$ cat config.mk
export PLATFORM = sky130hd
export DESIGN_NAME = sw_prio_intc
export DESIGN_NICKNAME = d
export VERILOG_FILES = /design/src/rtl/sw_intc_pkg.sv /design/src/rtl/sw_intc_prio_regs.sv /design/src/rtl/sw_intc_pend.sv /design/src/rtl/sw_intc_arbiter.sv /design/src/rtl/sw_prio_intc.sv
export SDC_FILE = /design/constraint.sdc
export NUM_CORES = 1
export LEC_CHECK = 0
export ABC_AREA = 1
export BUFFER_PORTS_ARGS = -buffer_cell sky130_fd_sc_hd__buf_2
export CAP_MARGIN = 40
export CORE_MARGIN = 2
export CORE_UTILIZATION = 35
export DETAILED_ROUTE_END_ITERATION = 8
export GPL_TIMING_DRIVEN = 0
export PLACE_DENSITY = 0.63
export REMOVE_ABC_BUFFERS = 1
export SLEW_MARGIN = 20
export SYNTH_ARGS = -nofsm -noshare
export SYNTH_HDL_FRONTEND = slang
export SYNTH_HIERARCHICAL = 1
export SYNTH_SLANG_ARGS = --single-unit
$ cat constraint.sdc
create_clock -name clk_i -period 12.8 [get_ports clk_i]
set_clock_uncertainty 0.15 [all_clocks]
set_input_delay 0 -clock clk_i [delete_from_list [all_inputs] [get_ports clk_i]]
set_output_delay 0 -clock clk_i [all_outputs]
set_load 0.02 [all_outputs]
$ cat src/rtl/sw_intc_pkg.sv
package sw_intc_pkg;
  typedef logic [1:0] lvl_t;

  localparam lvl_t LVL0 = 2'b10;
  localparam lvl_t LVL1 = 2'b01;
  localparam lvl_t LVL2 = 2'b00;
  localparam lvl_t LVL3 = 2'b11;

  // ordinal rank of a level code, 0 = lowest
  function automatic logic [1:0] lvl_rank(lvl_t c);
    case (c)
      LVL0:    return 2'd0;
      LVL1:    return 2'd1;
      LVL2:    return 2'd2;
      default: return 2'd3;
    endcase
  endfunction
endpackage

$ cat src/rtl/sw_intc_prio_regs.sv
module sw_intc_prio_regs
  import sw_intc_pkg::*;
#(
  parameter int NUM_SRC = 14,
  parameter int DATA_W  = 8,
  parameter int ADDR_W  = 2
) (
  input  logic                   clk_i,
  input  logic                   rst_ni,
  input  logic                   we_i,
  input  logic [ADDR_W-1:0]      addr_i,
  input  logic [DATA_W-1:0]      wdata_i,
  output logic [DATA_W-1:0]      rdata_o,
  output lvl_t [NUM_SRC-1:0]     prio_o
);
  localparam int FPR = DATA_W / 2;

  lvl_t [NUM_SRC-1:0] prio_q;

  for (genvar s = 0; s < NUM_SRC; s++) begin : g_fld
    localparam int REG_IDX = s / FPR;
    localparam int FLD_LO  = 2 * (s % FPR);

    lvl_t wr_fld;
    assign wr_fld = wdata_i[FLD_LO +: 2];

    always_ff @(posedge clk_i or negedge rst_ni) begin
      if (!rst_ni) prio_q[s] <= LVL3;
      else if (we_i && addr_i == ADDR_W'(REG_IDX) && wr_fld != LVL0)
        prio_q[s] <= wr_fld;  // level-0 code rejected per field
    end

    AST_FIELD_NOT_LVL0: assert property (@(posedge clk_i) disable iff (!rst_ni)
      prio_q[s] != LVL0) else $error("field holds rejected code");
  end

  always_comb begin
    rdata_o = '1;  // unbacked bits read as one
    for (int s = 0; s < NUM_SRC; s++) begin
      if (ADDR_W'(s / FPR) == addr_i) rdata_o[2*(s%FPR) +: 2] = prio_q[s];
    end
  end

  assign prio_o = prio_q;
endmodule

$ cat src/rtl/sw_intc_pend.sv
module sw_intc_pend #(
  parameter int NUM_SRC = 14
) (
  input  logic               clk_i,
  input  logic               rst_ni,
  input  logic [NUM_SRC-1:0] set_i,
  input  logic [NUM_SRC-1:0] clr_i,
  output logic [NUM_SRC-1:0] pend_o
);
  logic [NUM_SRC-1:0] pend_q;

  for (genvar s = 0; s < NUM_SRC; s++) begin : g_src
    always_ff @(posedge clk_i or negedge rst_ni) begin
      if (!rst_ni)       pend_q[s] <= 1'b0;
      else if (set_i[s]) pend_q[s] <= 1'b1;
      else if (clr_i[s]) pend_q[s] <= 1'b0;
    end
  end

  assign pend_o = pend_q;

  AST_PEND_KEEP: assert property (@(posedge clk_i) disable iff (!rst_ni)
    (|(pend_o & ~clr_i)) |=> ((pend_o & $past(pend_o & ~clr_i)) == $past(pend_o & ~clr_i)))
    else $error("pending lost without clear");
  AST_PEND_SET: assert property (@(posedge clk_i) disable iff (!rst_ni)
    (|set_i) |=> ((pend_o & $past(set_i)) == $past(set_i)))
    else $error("set pulse not captured");
endmodule

$ cat src/rtl/sw_intc_arbiter.sv
module sw_intc_arbiter
  import sw_intc_pkg::*;
#(
  parameter int NUM_SRC = 14,
  parameter int IDX_W   = 4
) (
  input  logic [NUM_SRC-1:0] pend_i,
  input  lvl_t [NUM_SRC-1:0] prio_i,
  input  lvl_t               cur_lvl_i,
  output logic               win_vld_o,
  output logic [IDX_W-1:0]   win_idx_o,
  output lvl_t               win_lvl_o
);
  logic             vld;
  logic [IDX_W-1:0] idx;
  lvl_t             wlvl;
  logic [1:0]       best;

  // descending scan with >= leaves the lowest index on ties
  always_comb begin
    vld  = 1'b0;
    idx  = '0;
    wlvl = LVL3;
    best = '0;
    for (int s = NUM_SRC - 1; s >= 0; s--) begin
      if (pend_i[s] && lvl_rank(prio_i[s]) > lvl_rank(cur_lvl_i) &&
          (!vld || lvl_rank(prio_i[s]) >= best)) begin
        vld  = 1'b1;
        idx  = IDX_W'(s);
        wlvl = prio_i[s];
        best = lvl_rank(prio_i[s]);
      end
    end
  end

  assign win_vld_o = vld;
  assign win_idx_o = idx;
  assign win_lvl_o = wlvl;
endmodule

$ cat src/rtl/sw_prio_intc.sv
module sw_prio_intc
  import sw_intc_pkg::*;
#(
  parameter int NUM_SRC = 14,
  parameter int DATA_W  = 8,
  localparam int FPR      = DATA_W / 2,
  localparam int NUM_REGS = (NUM_SRC + FPR - 1) / FPR,
  localparam int ADDR_W   = (NUM_REGS > 1) ? $clog2(NUM_REGS) : 1,
  localparam int VEC_W    = (NUM_SRC > 1) ? $clog2(NUM_SRC) : 1
) (
  input  logic               clk_i,
  input  logic               rst_ni,
  input  logic               reg_we_i,
  input  logic [ADDR_W-1:0]  reg_addr_i,
  input  logic [DATA_W-1:0]  reg_wdata_i,
  output logic [DATA_W-1:0]  reg_rdata_o,
  input  logic [NUM_SRC-1:0] src_set_i,
  input  logic [NUM_SRC-1:0] src_clr_i,
  input  logic               ack_i,
  input  logic               iret_i,
  input  logic [1:0]         iret_lvl_i,
  input  logic               trap_i,
  output logic               irq_req_o,
  output logic [VEC_W-1:0]   irq_vec_o,
  output logic [1:0]         cur_lvl_o
);
  lvl_t [NUM_SRC-1:0] prio;
  logic [NUM_SRC-1:0] pend;
  logic               win_vld;
  logic [VEC_W-1:0]   win_idx;
  lvl_t               win_lvl;

  lvl_t             cur_lvl_q;
  lvl_t             req_lvl_q;
  logic             req_q;
  logic [VEC_W-1:0] vec_q;

  sw_intc_prio_regs #(.NUM_SRC(NUM_SRC), .DATA_W(DATA_W), .ADDR_W(ADDR_W)) u_regs (
    .clk_i   (clk_i),
    .rst_ni  (rst_ni),
    .we_i    (reg_we_i),
    .addr_i  (reg_addr_i),
    .wdata_i (reg_wdata_i),
    .rdata_o (reg_rdata_o),
    .prio_o  (prio)
  );

  sw_intc_pend #(.NUM_SRC(NUM_SRC)) u_pend (
    .clk_i  (clk_i),
    .rst_ni (rst_ni),
    .set_i  (src_set_i),
    .clr_i  (src_clr_i),
    .pend_o (pend)
  );

  sw_intc_arbiter #(.NUM_SRC(NUM_SRC), .IDX_W(VEC_W)) u_arb (
    .pend_i    (pend),
    .prio_i    (prio),
    .cur_lvl_i (cur_lvl_q),
    .win_vld_o (win_vld),
    .win_idx_o (win_idx),
    .win_lvl_o (win_lvl)
  );

  // precedence: entry > return > acknowledge > new grant
  always_ff @(posedge clk_i or negedge rst_ni) begin
    if (!rst_ni) begin
      cur_lvl_q <= LVL3;
      req_lvl_q <= LVL3;
      req_q     <= 1'b0;
      vec_q     <= '0;
    end else if (trap_i) begin
      cur_lvl_q <= LVL3;
      req_q     <= 1'b0;
    end else if (iret_i) begin
      cur_lvl_q <= iret_lvl_i;
      req_q     <= 1'b0;
    end else if (req_q) begin
      if (ack_i) begin
        cur_lvl_q <= req_lvl_q;
        req_q     <= 1'b0;
      end
    end else if (win_vld) begin
      req_q     <= 1'b1;
      vec_q     <= win_idx;
      req_lvl_q <= win_lvl;
    end
  end

  assign irq_req_o = req_q;
  assign irq_vec_o = vec_q;
  assign cur_lvl_o = cur_lvl_q;

  AST_REQ_HOLD: assert property (@(posedge clk_i) disable iff (!rst_ni)
    irq_req_o && !ack_i && !trap_i && !iret_i |=> irq_req_o && $stable(irq_vec_o))
    else $error("request not held");
  AST_GRANT_ABOVE: assert property (@(posedge clk_i) disable iff (!rst_ni)
    $rose(irq_req_o) |-> lvl_rank(req_lvl_q) > lvl_rank(cur_lvl_o))
    else $error("grant not above level");
  AST_ACK_LVL: assert property (@(posedge clk_i) disable iff (!rst_ni)
    irq_req_o && ack_i && !trap_i && !iret_i |=> !irq_req_o && cur_lvl_o == $past(req_lvl_q))
    else $error("ack level wrong");
  AST_LVL_HOLD: assert property (@(posedge clk_i) disable iff (!rst_ni)
    !trap_i && !iret_i && !(irq_req_o && ack_i) |=> $stable(cur_lvl_o))
    else $error("level moved");
  AST_IRET_LVL: assert property (@(posedge clk_i) disable iff (!rst_ni)
    iret_i && !trap_i |=> !irq_req_o && cur_lvl_o == $past(iret_lvl_i))
    else $error("return level wrong");
  AST_TRAP_LVL: assert property (@(posedge clk_i) disable iff (!rst_ni)
    trap_i |=> !irq_req_o && cur_lvl_o == LVL3)
    else $error("entry level wrong");
endmodule

* Word-level counts from Yosys, hierarchy flattened
Cells that the tools add are included.
** Storage, ports and cells
- Register bits :: 51
- Input port bits :: 46
** Operators by class
- Reduce and logical (&&, ||, !) cells :: 105
- Equality and inequality tests :: 40
- Muxes and demuxes :: 121
- $lt $le $gt $ge :: 27
- Bitwise gates (word level) :: 3
** Operators by type and width (count)
- 2-to-1 mux 2 bit :: 45
- one-hot mux 2 bit (3 select lines) :: 15
- 2-to-1 mux 4 bit :: 14
- 2-to-1 mux 1 bit :: 47
- logical AND 1 bit :: 45
- == test 2 bit, second input constant :: 17
- == test 2 x 1 -> 1 bit, second input constant :: 16
- zero test 2 bit :: 16
- > comparator 2 bit :: 14
- nonzero test 2 bit :: 14
- >= comparator 2 bit :: 13
- zero test 1 bit :: 13
- logical OR 1 bit :: 13
- != test 2 bit, second input constant :: 4
- nonzero test 3 bit :: 2
- == test 2 bit, first input constant :: 2
- AND reduction 4 bit :: 1
- NOT 1 bit :: 3
- == test 1 x 2 -> 1 bit, first input constant :: 1
- AND reduction 2 bit :: 1

* Logic depth before layout (Yosys ltp)
Gate-level depths: netlist of the first run.
- Word-level depth :: 61
- Mapped depth :: 117
- Mapped depth without buffers :: 117

* Modules after synthesis
Netlist of the first run, hierarchy kept.
** By module, submodules not included
- sw_intc_arbiter :: area an instance 2730.1 µm², cells an instance 435, sequential area each 0.0 µm², instances 1
- sw_intc_prio_regs :: area an instance 1395.1 µm², cells an instance 181, sequential area each 735.7 µm², instances 1
- sw_intc_pend :: area an instance 560.5 µm², cells an instance 70, sequential area each 350.3 µm², instances 1
- sw_prio_intc :: area an instance 430.4 µm², cells an instance 50, sequential area each 230.2 µm², instances 1

* Worst setup path after synthesis of the first run
No wires, ideal clock.
- Kind :: register -> register
- Start point :: reg cur_lvl_q[1], in the netlist cur_lvl_o[1]
- End point :: reg vec_q[3], in the netlist irq_vec_o[3]
- Data required time :: 12.584 ns
- Cell stages (with the launch flop) :: 101
- Arrival time :: 12.924 ns
- Period minus slack after synthesis :: 13.140 ns
- Slack :: -0.340 ns
- Path through :: dfstp_2 > inv_1 > ha_1 > or2_2 > ha_1 > nand2_1 > nand2_2 > inv_2 > nand2_4 > nor2_1 > inv_1 > ha_1 > nand2_1 > nand3_1 > o21ai_2 > nand2_1 > and2_1 > ha_1 > [... 65 more ...] > nand2_1 > o21ai_2 > ha_1 > o21ai_0 > nand3b_1 > nand2_1 > inv_1 > o21ai_0 > nand2_1 > ha_1 > o21ai_0 > a31oi_1 > nor2_1 > nand2_1 > nor2_1 > and3_1 > nand4_1 > nand2_1
** Between the ends
- Elaborated cells on any way between the ends :: 126
- Those cells by class :: order compare (27); eq/ne (2); mux (42); reduce/logical (55)
** RTL lines
- from (decl) :: line sw_prio_intc.sv:33 : lvl_t cur_lvl_q;
- from (signal assigned) :: line sw_prio_intc.sv:76 : cur_lvl_q <= iret_lvl_i;
- from (signal assigned) :: line sw_prio_intc.sv:80 : cur_lvl_q <= req_lvl_q;
- == test 2 x 1 -> 1 bit, or another cell as far along :: line sw_intc_pkg.sv:11 : case (c)
- one-hot mux 2 bit (3 select lines) * :: line sw_intc_pkg.sv:11
- > comparator 2 bit :: line sw_intc_arbiter.sv:26 : if (pend_i[s] && lvl_rank(prio_i[s]) > lvl_rank(cur_lvl_i) &&
- logical AND 1 bit :: line sw_intc_arbiter.sv:26
- 2-to-1 mux 2 bit or 2-to-1 mux 1 bit (tied branches) :: line sw_intc_arbiter.sv:26
- >= comparator 2 bit or zero test 1 bit (tied branches) :: line sw_intc_arbiter.sv:27 : (!vld || lvl_rank(prio_i[s]) >= best)) begin
- logical OR 1 bit :: line sw_intc_arbiter.sv:27
- logical AND 1 bit :: line sw_intc_arbiter.sv:26
- [... 42 more ...]
- logical OR 1 bit :: line sw_intc_arbiter.sv:27
- logical AND 1 bit :: line sw_intc_arbiter.sv:26
- 2-to-1 mux 2 bit or 2-to-1 mux 1 bit (tied branches) :: line sw_intc_arbiter.sv:26
- >= comparator 2 bit or zero test 1 bit (tied branches) :: line sw_intc_arbiter.sv:27
- logical OR 1 bit :: line sw_intc_arbiter.sv:27
- logical AND 1 bit :: line sw_intc_arbiter.sv:26
- 2-to-1 mux 4 bit * :: line sw_intc_arbiter.sv:26
- net win_idx[3] :: line sw_prio_intc.sv:30 : logic [VEC_W-1:0] win_idx;
- to (signal assigned) :: line sw_prio_intc.sv:85 : vec_q <= win_idx;
- to (decl) :: line sw_prio_intc.sv:36 : logic [VEC_W-1:0] vec_q;
Mark *: on every way through the listed nets, which the timed path passes. The rest lies on a longest branch.
A chain may end at the register's enable or synchronous reset.

* Worst setup path after layout of the first run
Same ends and word-level chain as after synthesis.

==> results of run 1 <==
## Yosys cell counts, drive strengths merged
cell	number	area share (%)
a21boi	1	0.15
nand4	7	0.86
ha	78	19
and2	2	0.24
nand3	39	4.8
a21oi	38	3.7
dfstp	32	16
o21bai	5	0.81
nand2	212	19
o2111a	1	0.22
and3	1	0.12
nor2	72	5.7
o221ai	2	0.34
o21ai	53	5.4
nor3	1	0.098
a22oi	1	0.15
inv	150	11
dfrtp	19	9.3
o211ai	9	1.3
clkbuf	1	0.073
buf	2	0.20
a221oi	1	0.17
a31oi	2	0.24
or2	2	0.24
nor4	1	0.12
nand3b	3	0.44
clkinv	1	0.073
## final cells by class
class | instances | area [um^2] | share of cell area, %
repair buffers | 161 | 1210 | 16.5
inverters | 151 | 581 | 7.96
flip-flops and latches | 51 | 1320 | 18.1
well taps | 184 | 230 | 3.16
clock buffers | 6 | 129 | 1.77
clock inverters | 2 | 38.8 | 0.532
multi-input cells | 531 | 3790 | 52.0
## routing by layer
metal	up-vias	track usage, %	share of wire [%]	wire length, um
met5	-	0	0	0
met4	0	5.29	1.8	256
met3	18	2.71	3.5	504
met2	105	29.4	47	6730
met1	2370	23.0	47	6710
li1	2666	-	-	-
## what timing repair did
| item | 4_1_cts | 5_1_grt |
|---|---|---|
| setup buffers | 30 | 16 |
| hold buffers | 55 | 0 |
| setup endpoints to repair | 6 | 6 |
| pin swaps | 48 | 69 |
| endpoints found under the hold margin | 70 | 0 |
| gates resized for setup | 60 | 77 |
## flip-flops by register name (all words and copies together) (netlist names)
name and count:
irq_req_o 1, irq_vec_o 4, u_regs/prio_o 28, cur_lvl_o 2, u_pend/pend_o 14, req_lvl_q 2
## layout by cell type (no fill, tap or decap), drive strengths merged, types with 2 or more instances in the layout
master       instances
a21oi               38
a31oi                2
and2                 2
buf                106
clkbuf               6
dfrtp               19
dfstp               32
dlygate4sd3         55
ha                  78
inv                150
nand2              212
nand3               39
nand3b               3
nand4                7
nor2                72
o211ai               9
o21ai               53
o21bai               5
o221ai               2
or2                  2
## worst max-delay path, delay by kind of cell, from the launching register on
family	cells	cell delay, ns
compound gates	22	2.20
fa+ha+maj	15	4.03
flops	1	0.55
simple gates	57	4.81
buf+inv	14	1.04
## kinds of logic after synthesis
logic type	after synthesis
compound gates	113
buf+inv	154
fa+ha+maj	78
flops	51
simple gates	340
## worst min-delay path by stage
stage | start | end | cells after the start
2_1_floorplan | rst_ni | irq_req_o$_DFF_PN0_ | 0
3_3_place_gp | src_set_i[3] | u_pend/pend_o[3]$_DFFE_PN0P_ | 3
3_5_place_dp | rst_ni | u_pend/pend_o[12]$_DFFE_PN0P_ | 1
4_1_cts | reg_addr_i[0] | u_regs/prio_o[25]$_DFFE_PN1P_ | 5
5_1_grt | reg_addr_i[0] | u_regs/prio_o[25]$_DFFE_PN1P_ | 5
6_report | reg_addr_i[0] | u_regs/prio_o[25]$_DFFE_PN1P_ | 5
## power groups by stage
stage,registers [mW],logic (mW),clock network [mW]
finish,0.242,1.79,0.164
CTS,0.241,1.40,0.169
detailed placement,0.244,1.13,0
floorplan,0.238,0.913,0
global route,0.247,1.98,0.175
global placement,0.243,1.12,0
## metrics by stage
| step | power (mW) | setup WS [ns] | cell area (um^2) |
|---|---|---|---|
| global route | 2.41 | -0.840 | 7290 |
| global placement | 1.36 | -2.07 | 5630 |
| CTS | 1.81 | 0.0166 | 6780 |
| finish | 2.20 | -0.0815 | 7290 |
| floorplan | 1.15 | -0.340 | 5100 |
| detailed placement | 1.38 | -2.13 | 5640 |
==> flow_metrics.tcl, run 1 <==
set metrics [dict create \
    r2r-start "cur_lvl_o[1]$_DFFE_PN1P_" \
    clkPwrFrac_pct 7.5 \
    clockBufferDepth 2 \
    die_area_um2 15600 \
    synth_top_family_by_area "simple AND/OR/NAND/NOR gates" \
    endpoint "irq_vec_o[3]$_DFFE_PN0P_" \
    slew_headroom_pct 53.7 \
    fin_util_pct 50.5 \
    nFillCells 1377 \
    grt_max_degree 52 \
    hold_slack_ns 0.110 \
    drt.antenna.violating_nets 0 \
    rr_endpoint "irq_vec_o[3]$_DFFE_PN0P_" \
    cts-root-buf "clkbuf_16" \
    hold_viol 0 \
    violations "negative setup slack" \
    period_share_pct 101 \
    p_seq_share_pct 11.0 \
    internal-power_mw 1.10 \
    tightestPinTransition_ns 0.695 \
    maxCapViolCount 0 \
    io_pins 61 \
    max_freq_ghz 0.0776 \
    grt_antenna_before_repair 0 \
    avgSynthCellArea_um2 6.95 \
    synth-adder-area-share_pct 19.1 \
    instances_no_fill 1086 \
    drc 0 \
    core_area_um2 14400 \
    drt_iter0_drc 232 \
    insertion_delay_ns 0.31 \
    hpwl_um 9170 \
    syn2layout_area_growth_pct 42.5 \
    cpMostUsedCell "nand2_4" \
    finalSetupViolCount 3 \
    crit_path_end_kind "flop" \
    hp-class "in -> reg" \
    netSwitchingFraction_pct 50.2 \
    drv_slew 0 \
    leakagePower_nw 3.79 \
    synth-simple-area-share_pct 31.3 \
    power_density_nw_per_um2 302 \
    routed_wl_um 14200 \
    first_global_vias 4784 \
    synth_warnings 6 \
    viasPerCell 4.75 \
    dr.pass1.iters 4 \
    die_w_um 125 \
    synth_cell_types 38 \
    worst_slack_ns -0.0815 \
    netlist_instances 736 \
    crit_slowest_cell "dfstp_2" \
    fin_tns_setup_ns -0.172 \
    slowest_delay_ns 0.55 \
    muxShareOfSynthArea_pct 0 \
    initial_utilization_pct 35.5 \
    htreeDepth 2 \
    synth_area_um2 5120 \
    grt-ovfl-total 0 \
    ir_drop_v 0.000118 \
    cts.sinks 51 \
    combPwrFrac_pct 81.5 \
    placedCellCount 977 \
    rrSetupSlack_ns -0.08 \
    die-height_um 125 \
    place_congestion 0.877 \
    cts_made_buffers 5 \
    clk_pin_slew_ns 0.08 \
    startpoint_type "flop" \
    worstSetupPathType "reg -> reg" \
    core.rowCount 44 \
    ys_seq_area_share_pct 25.7 \
    routedWlPerCell_um 13.1 \
    startpoint "cur_lvl_o[1]$_DFFE_PN1P_" \
    reg2regPathDepth 108 \
    via_count 5159 \
    track_usage_pct 17.4 \
    required_ns 12.90 \
    cts_tree "built" \
    antennaDiodeCount 0 \
    synth_compound_area_share_pct 12.5 \
    synth_xor_area_share_pct 0 \
    grt_pass1_wl_um 22000 \
    worstPathArrival_ns 12.98 \
    min_period_ns 12.88 \
    drive_gt1_share_pct 31.7 \
    placement.io_buffers 60 \
    status "complete, but fails checks" \
    p_sw_mw 1.10 \
    worst-path-max-fanout 6 \
    nets 1025 \
    rsz0062_at_grt "yes" \
    ys_seq_elements 51 \
]
Power figures use the tool's default switching activity.
==> run 2: changes to the inputs <==
--- a/config.mk
+++ b/config.mk
@@ -12,6 +12,7 @@
 export CORE_UTILIZATION = 35
 export DETAILED_ROUTE_END_ITERATION = 8
 export GPL_TIMING_DRIVEN = 0
+export HOLD_SLACK_MARGIN = 0.12
 export PLACE_DENSITY = 0.63
 export REMOVE_ABC_BUFFERS = 1
 export SLEW_MARGIN = 20
==> flow_metrics.tcl, run 2 (same netlist as run 1, synthesis figures left out) <==
set metrics [dict create \
    netSwitchingFraction_pct 50.1 \
    drv_slew 0 \
    grt_antenna_before_repair 0 \
    reg2regPathDepth 107 \
    cpMostUsedCell "nand2_4" \
    viasPerCell 4.72 \
    die_w_um 125 \
    fin_util_pct 50.9 \
    required_ns 12.90 \
    worst-path-max-fanout 6 \
    cts_tree "built" \
    drt.antenna.violating_nets 0 \
    final_common_cell "nand2_1" \
    startpoint_type "flop" \
    nFillCells 1372 \
    track_usage_pct 17.5 \
    fin_tns_setup_ns -0.174 \
    maxCapViolCount 0 \
    htreeDepth 2 \
    placed_cell_area_um2 5640 \
    cts-root-buf "clkbuf_16" \
    clk_pin_slew_ns 0.08 \
    grt_pass1_wl_um 22100 \
    core_area_um2 14400 \
    p_seq_share_pct 11.0 \
    critPathTopFamily "simple AND/OR/NAND/NOR gates" \
    final_cell_area_um2 7340 \
    min_period_ns 12.88 \
    syn2layout_area_growth_pct 43.5 \
    die_area_um2 15600 \
    combPwrFrac_pct 81.6 \
    leakagePower_nw 3.80 \
    grt-ovfl-total 0 \
    hold_viol 0 \
    core.rowCount 44 \
    max_freq_ghz 0.0776 \
    worst_slack_ns -0.0819 \
    slowest_delay_ns 0.55 \
    cts_made_buffers 5 \
    period_share_pct 101 \
    first_global_vias 4808 \
    clockBufferDepth 2 \
    violations "negative setup slack" \
    hp-class "in -> async" \
    top_layer_used "met4" \
    wl_met2_um 6860 \
    via_count 5152 \
    routedWlPerCell_um 13.1 \
    total_power_mw 2.20 \
    crit_path_end_kind "flop" \
    place_congestion 0.877 \
    finalSetupViolCount 3 \
    crit_slowest_cell "dfstp_2" \
    drive_gt1_share_pct 31.5 \
    crit_cells 107 \
    rsz0062_at_grt "yes" \
    status "complete, but fails checks" \
    drc 0 \
    worstPathArrival_ns 12.98 \
    largest_register_ffs 28 \
    io_pins 61 \
    power_density_nw_per_um2 300 \
    grt_max_degree 52 \
    layout_common_cells "nand2_1 (156), inv_1 (135), ha_1 (63)" \
    tightestPinTransition_ns 0.675 \
    routed_wl_um 14300 \
    placement.io_buffers 60 \
    cp.buffers_inverters 14 \
    die-height_um 125 \
    wl_met3_um 576 \
    internal-power_mw 1.10 \
    hpwl_um 9170 \
    ir_drop_v 0.000118 \
    initial_utilization_pct 35.5 \
    drt_iter0_drc 207 \
    insertion_delay_ns 0.31 \
    dr.pass1.iters 5 \
    worstSetupPathType "reg -> reg" \
    m1WireLength_um 6610 \
    nets 1030 \
    clkPwrFrac_pct 7.5 \
    p_sw_mw 1.10 \
    antennaDiodeCount 0 \
    slew_headroom_pct 55.0 \
    cts.sinks 51 \
]
[run 2: worst paths after layout]
kind                            slack (ns)                             to                     start
worst max-delay path                 -0.08       irq_vec_o[3]$_DFFE_PN0P_  cur_lvl_o[1]$_DFFE_PN1P_
worst min-delay path                  0.11  u_pend/pend_o[13]$_DFFE_PN0P_                    rst_ni
worst max register to register       -0.08       irq_vec_o[3]$_DFFE_PN0P_  cur_lvl_o[1]$_DFFE_PN1P_
worst min register to register        0.32       req_lvl_q[0]$_DFFE_PN1P_  req_lvl_q[0]$_DFFE_PN1P_
max in group asynchronous            11.93       irq_vec_o[2]$_DFFE_PN0P_                    rst_ni
min in group clk_i                    0.30  u_pend/pend_o[11]$_DFFE_PN0P_             src_clr_i[11]
[run 2: routing by layer]
| layer | vias to the layer above | global-route usage, % |
|---|---|---|
| li1 | 2679 | - |
| met1 | 2348 | 23.0 |
| met4 | 0 | 5.16 |
| met5 | - | 0 |
| met2 | 109 | 29.8 |
| met3 | 16 | 2.71 |
[run 2: what timing repair did]
action                                  in CTS  in global routing
endpoints found under the hold margin      102                  0
setup buffers                               30                 16
hold buffers                                60                  0
pin swaps                                   48                 69
endpoints found under the setup margin       6                  6
gates cloned                                 0                  0
gates resized for setup                     60                 77
[run 2: layout make-up]
| type | count | area, um^2 | area share [%] |
|---|---|---|---|
| tap | 184 | 230 | 3.14 |
| clock inverter | 2 | 38.8 | 0.528 |
| clock buffer | 6 | 129 | 1.76 |
| multi-input combinational | 531 | 3790 | 51.6 |
| sequential | 51 | 1320 | 17.9 |
| inverter | 151 | 581 | 7.91 |
| timing repair buffer | 166 | 1260 | 17.1 |
[run 2: power by group through the flow]
stage / clock [mW] / sequential (mW) / combinational, mW
floorplan: 0 / 0.238 / 0.913
global placement: 0 / 0.243 / 1.12
detailed placement: 0 / 0.244 / 1.13
CTS: 0.169 / 0.241 / 1.40
global route: 0.175 / 0.247 / 1.99
finish: 0.164 / 0.242 / 1.80
[run 2: through the flow]
step	instances	worst slack [ns]	hold WS, ns
after floorplan	733	-0.340	-0.446
after global placement	977	-2.07	0.0359
after detailed placement	977	-2.13	-0.0560
after CTS	1075	0.0166	0.152
after global routing	1091	-0.840	0.191
final	1091	-0.0819	0.106
==> run 3: changes to the inputs <==
--- a/config.mk
+++ b/config.mk
@@ -15,6 +15,7 @@
 export HOLD_SLACK_MARGIN = 0.12
 export PLACE_DENSITY = 0.63
 export REMOVE_ABC_BUFFERS = 1
+export SETUP_SLACK_MARGIN = 0.02
 export SLEW_MARGIN = 20
 export SYNTH_ARGS = -nofsm -noshare
 export SYNTH_HDL_FRONTEND = slang
==> flow_metrics.tcl, run 3 (same netlist as run 1, synthesis figures left out) <==
set metrics [dict create \
    final_cell_area_um2 7320 \
    drc 0 \
    leakagePower_nw 3.79 \
    htreeDepth 2 \
    dr.pass1.iters 4 \
    clockBufferDepth 2 \
    largest_register_ffs 28 \
    worstPathArrival_ns 12.97 \
    cts_tree "built" \
    worst-path-max-fanout 6 \
    ir_drop_v 0.000118 \
    core_area_um2 14400 \
    cpMostUsedCell "nand2_4" \
    crit_path_end_kind "flop" \
    cp.buffers_inverters 14 \
    die-height_um 125 \
    grt-ovfl-total 0 \
    core.rowCount 44 \
    required_ns 12.90 \
    r2r-start "cur_lvl_o[1]$_DFFE_PN1P_" \
    insertion_delay_ns 0.31 \
    period_share_pct 101 \
    finalSetupViolCount 3 \
    crit_slowest_cell "dfstp_2" \
    worst_slack_ns -0.0732 \
    max_freq_ghz 0.0777 \
    critPathTopFamily "simple AND/OR/NAND/NOR gates" \
    viasPerCell 4.72 \
    tightestPinTransition_ns 0.676 \
    slowest_delay_ns 0.55 \
    startpoint_type "flop" \
    drv_slew 0 \
    maxCapViolCount 0 \
    power_density_nw_per_um2 300 \
    drt_iter0_drc 224 \
    hp-class "in -> async" \
    antennaDiodeCount 0 \
    dp_slack_ns -2.13 \
    grt_antenna_before_repair 0 \
    initial_utilization_pct 35.5 \
    syn2layout_area_growth_pct 43.1 \
    grt_pass1_wl_um 22000 \
    hpwl_um 9170 \
    layout_common_cells "nand2_1 (156), inv_1 (135), ha_1 (63)" \
    routed_wl_um 14200 \
    status "complete, but fails checks" \
    rr_endpoint "irq_vec_o[3]$_DFFE_PN0P_" \
    track_usage_pct 17.4 \
    cts_made_buffers 5 \
    nets 1028 \
    first_global_vias 4798 \
    grt_max_degree 52 \
    routedWlPerCell_um 13.0 \
    reg2regPathDepth 107 \
    hold_viol 0 \
    clk_pin_slew_ns 0.08 \
    min_period_ns 12.87 \
    cts.sinks 51 \
    worstSetupPathType "reg -> reg" \
    drive_gt1_share_pct 31.6 \
    place_congestion 0.877 \
    io_pins 61 \
    drt.antenna.violating_nets 0 \
    die_area_um2 15600 \
    rrSetupSlack_ns -0.07 \
    placed_cell_area_um2 5640 \
    cts-root-buf "clkbuf_16" \
    final_common_cell "nand2_1" \
    die_w_um 125 \
    placement.io_buffers 60 \
    rsz0062_at_grt "yes" \
    slew_headroom_pct 54.9 \
    violations "negative setup slack" \
    via_count 5142 \
]
run 3: cell types whose count changed in the layout (fill, tap and decap cells not counted), sizes merged:
cell	before	now
dlygate4sd3	60	58
run 3: cell type report:
| type | count | area (um^2) |
|---|---|---|
| Multi-Input combinational cell | 531 | 3790 |
| Inverter | 151 | 581 |
| Timing Repair Buffer | 164 | 1240 |
| Fill cell | 1371 | 7100 |
| Clock inverter | 2 | 38.8 |
| Tap cell | 184 | 230 |
| Sequential cell | 51 | 1320 |
| Clock buffer | 6 | 129 |
run 3: worst max path at each step:
| stage | endpoint | startpoint | cells past startpoint | slack (ns) |
|---|---|---|---|---|
| 6_report | irq_vec_o[3]$_DFFE_PN0P_ | cur_lvl_o[1]$_DFFE_PN1P_ | 107 | -0.07 |
| 5_1_grt | irq_vec_o[3]$_DFFE_PN0P_ | cur_lvl_o[1]$_DFFE_PN1P_ | 111 | -0.83 |
| 4_1_cts | irq_vec_o[3]$_DFFE_PN0P_ | cur_lvl_o[1]$_DFFE_PN1P_ | 107 | 0.03 |
| 3_5_place_dp | irq_vec_o[3]$_DFFE_PN0P_ | cur_lvl_o[1]$_DFFE_PN1P_ | 104 | -2.13 |
| 3_3_place_gp | irq_vec_o[3]$_DFFE_PN0P_ | cur_lvl_o[1]$_DFFE_PN1P_ | 102 | -2.07 |
| 2_1_floorplan | irq_vec_o[3]$_DFFE_PN0P_ | cur_lvl_o[1]$_DFFE_PN1P_ | 100 | -0.34 |
run 3: where the power goes:
part	switching [mW]	internal (mW)
clock network	0.0706	0.0935
registers	0.0337	0.208
logic	0.996	0.795
total	1.10	1.10
run 3: per-stage QoR:
stage / TNS [ns] / power (mW) / hold WS [ns] / std cells / utilization, %
after detailed placement: -12.05 / 1.38 / -0.0560 / 977 / 39.1
after floorplan: -1.42 / 1.15 / -0.446 / 733 / -
final: -0.126 / 2.20 / 0.110 / 1089 / 50.7
after CTS: 0 / 1.81 / 0.152 / 1073 / 47.2
after global routing: -4.27 / 2.41 / 0.191 / 1089 / 50.7
after global placement: -11.69 / 1.36 / 0.0359 / 977 / 39.1
run 3: timing repair:
| action | CTS | global route |
|---|---|---|
| hold buffers | 58 | 0 |
| endpoints found under the hold margin | 102 | 0 |
| pin swaps | 48 | 69 |
| setup buffers | 30 | 16 |
| endpoints found under the setup margin | 6 | 6 |
| cloned | 0 | 0 |
| resized for setup | 60 | 77 |
run 3: per-layer routing:
layer | track usage, % | vias to the layer above | part of all wire, %
met5 | 0 | - | 0
met1 | 22.9 | 2354 | 47
met2 | 29.5 | 97 | 48
li1 | - | 2677 | -
met4 | 5.16 | 0 | 1.5
met3 | 2.71 | 14 | 3.5
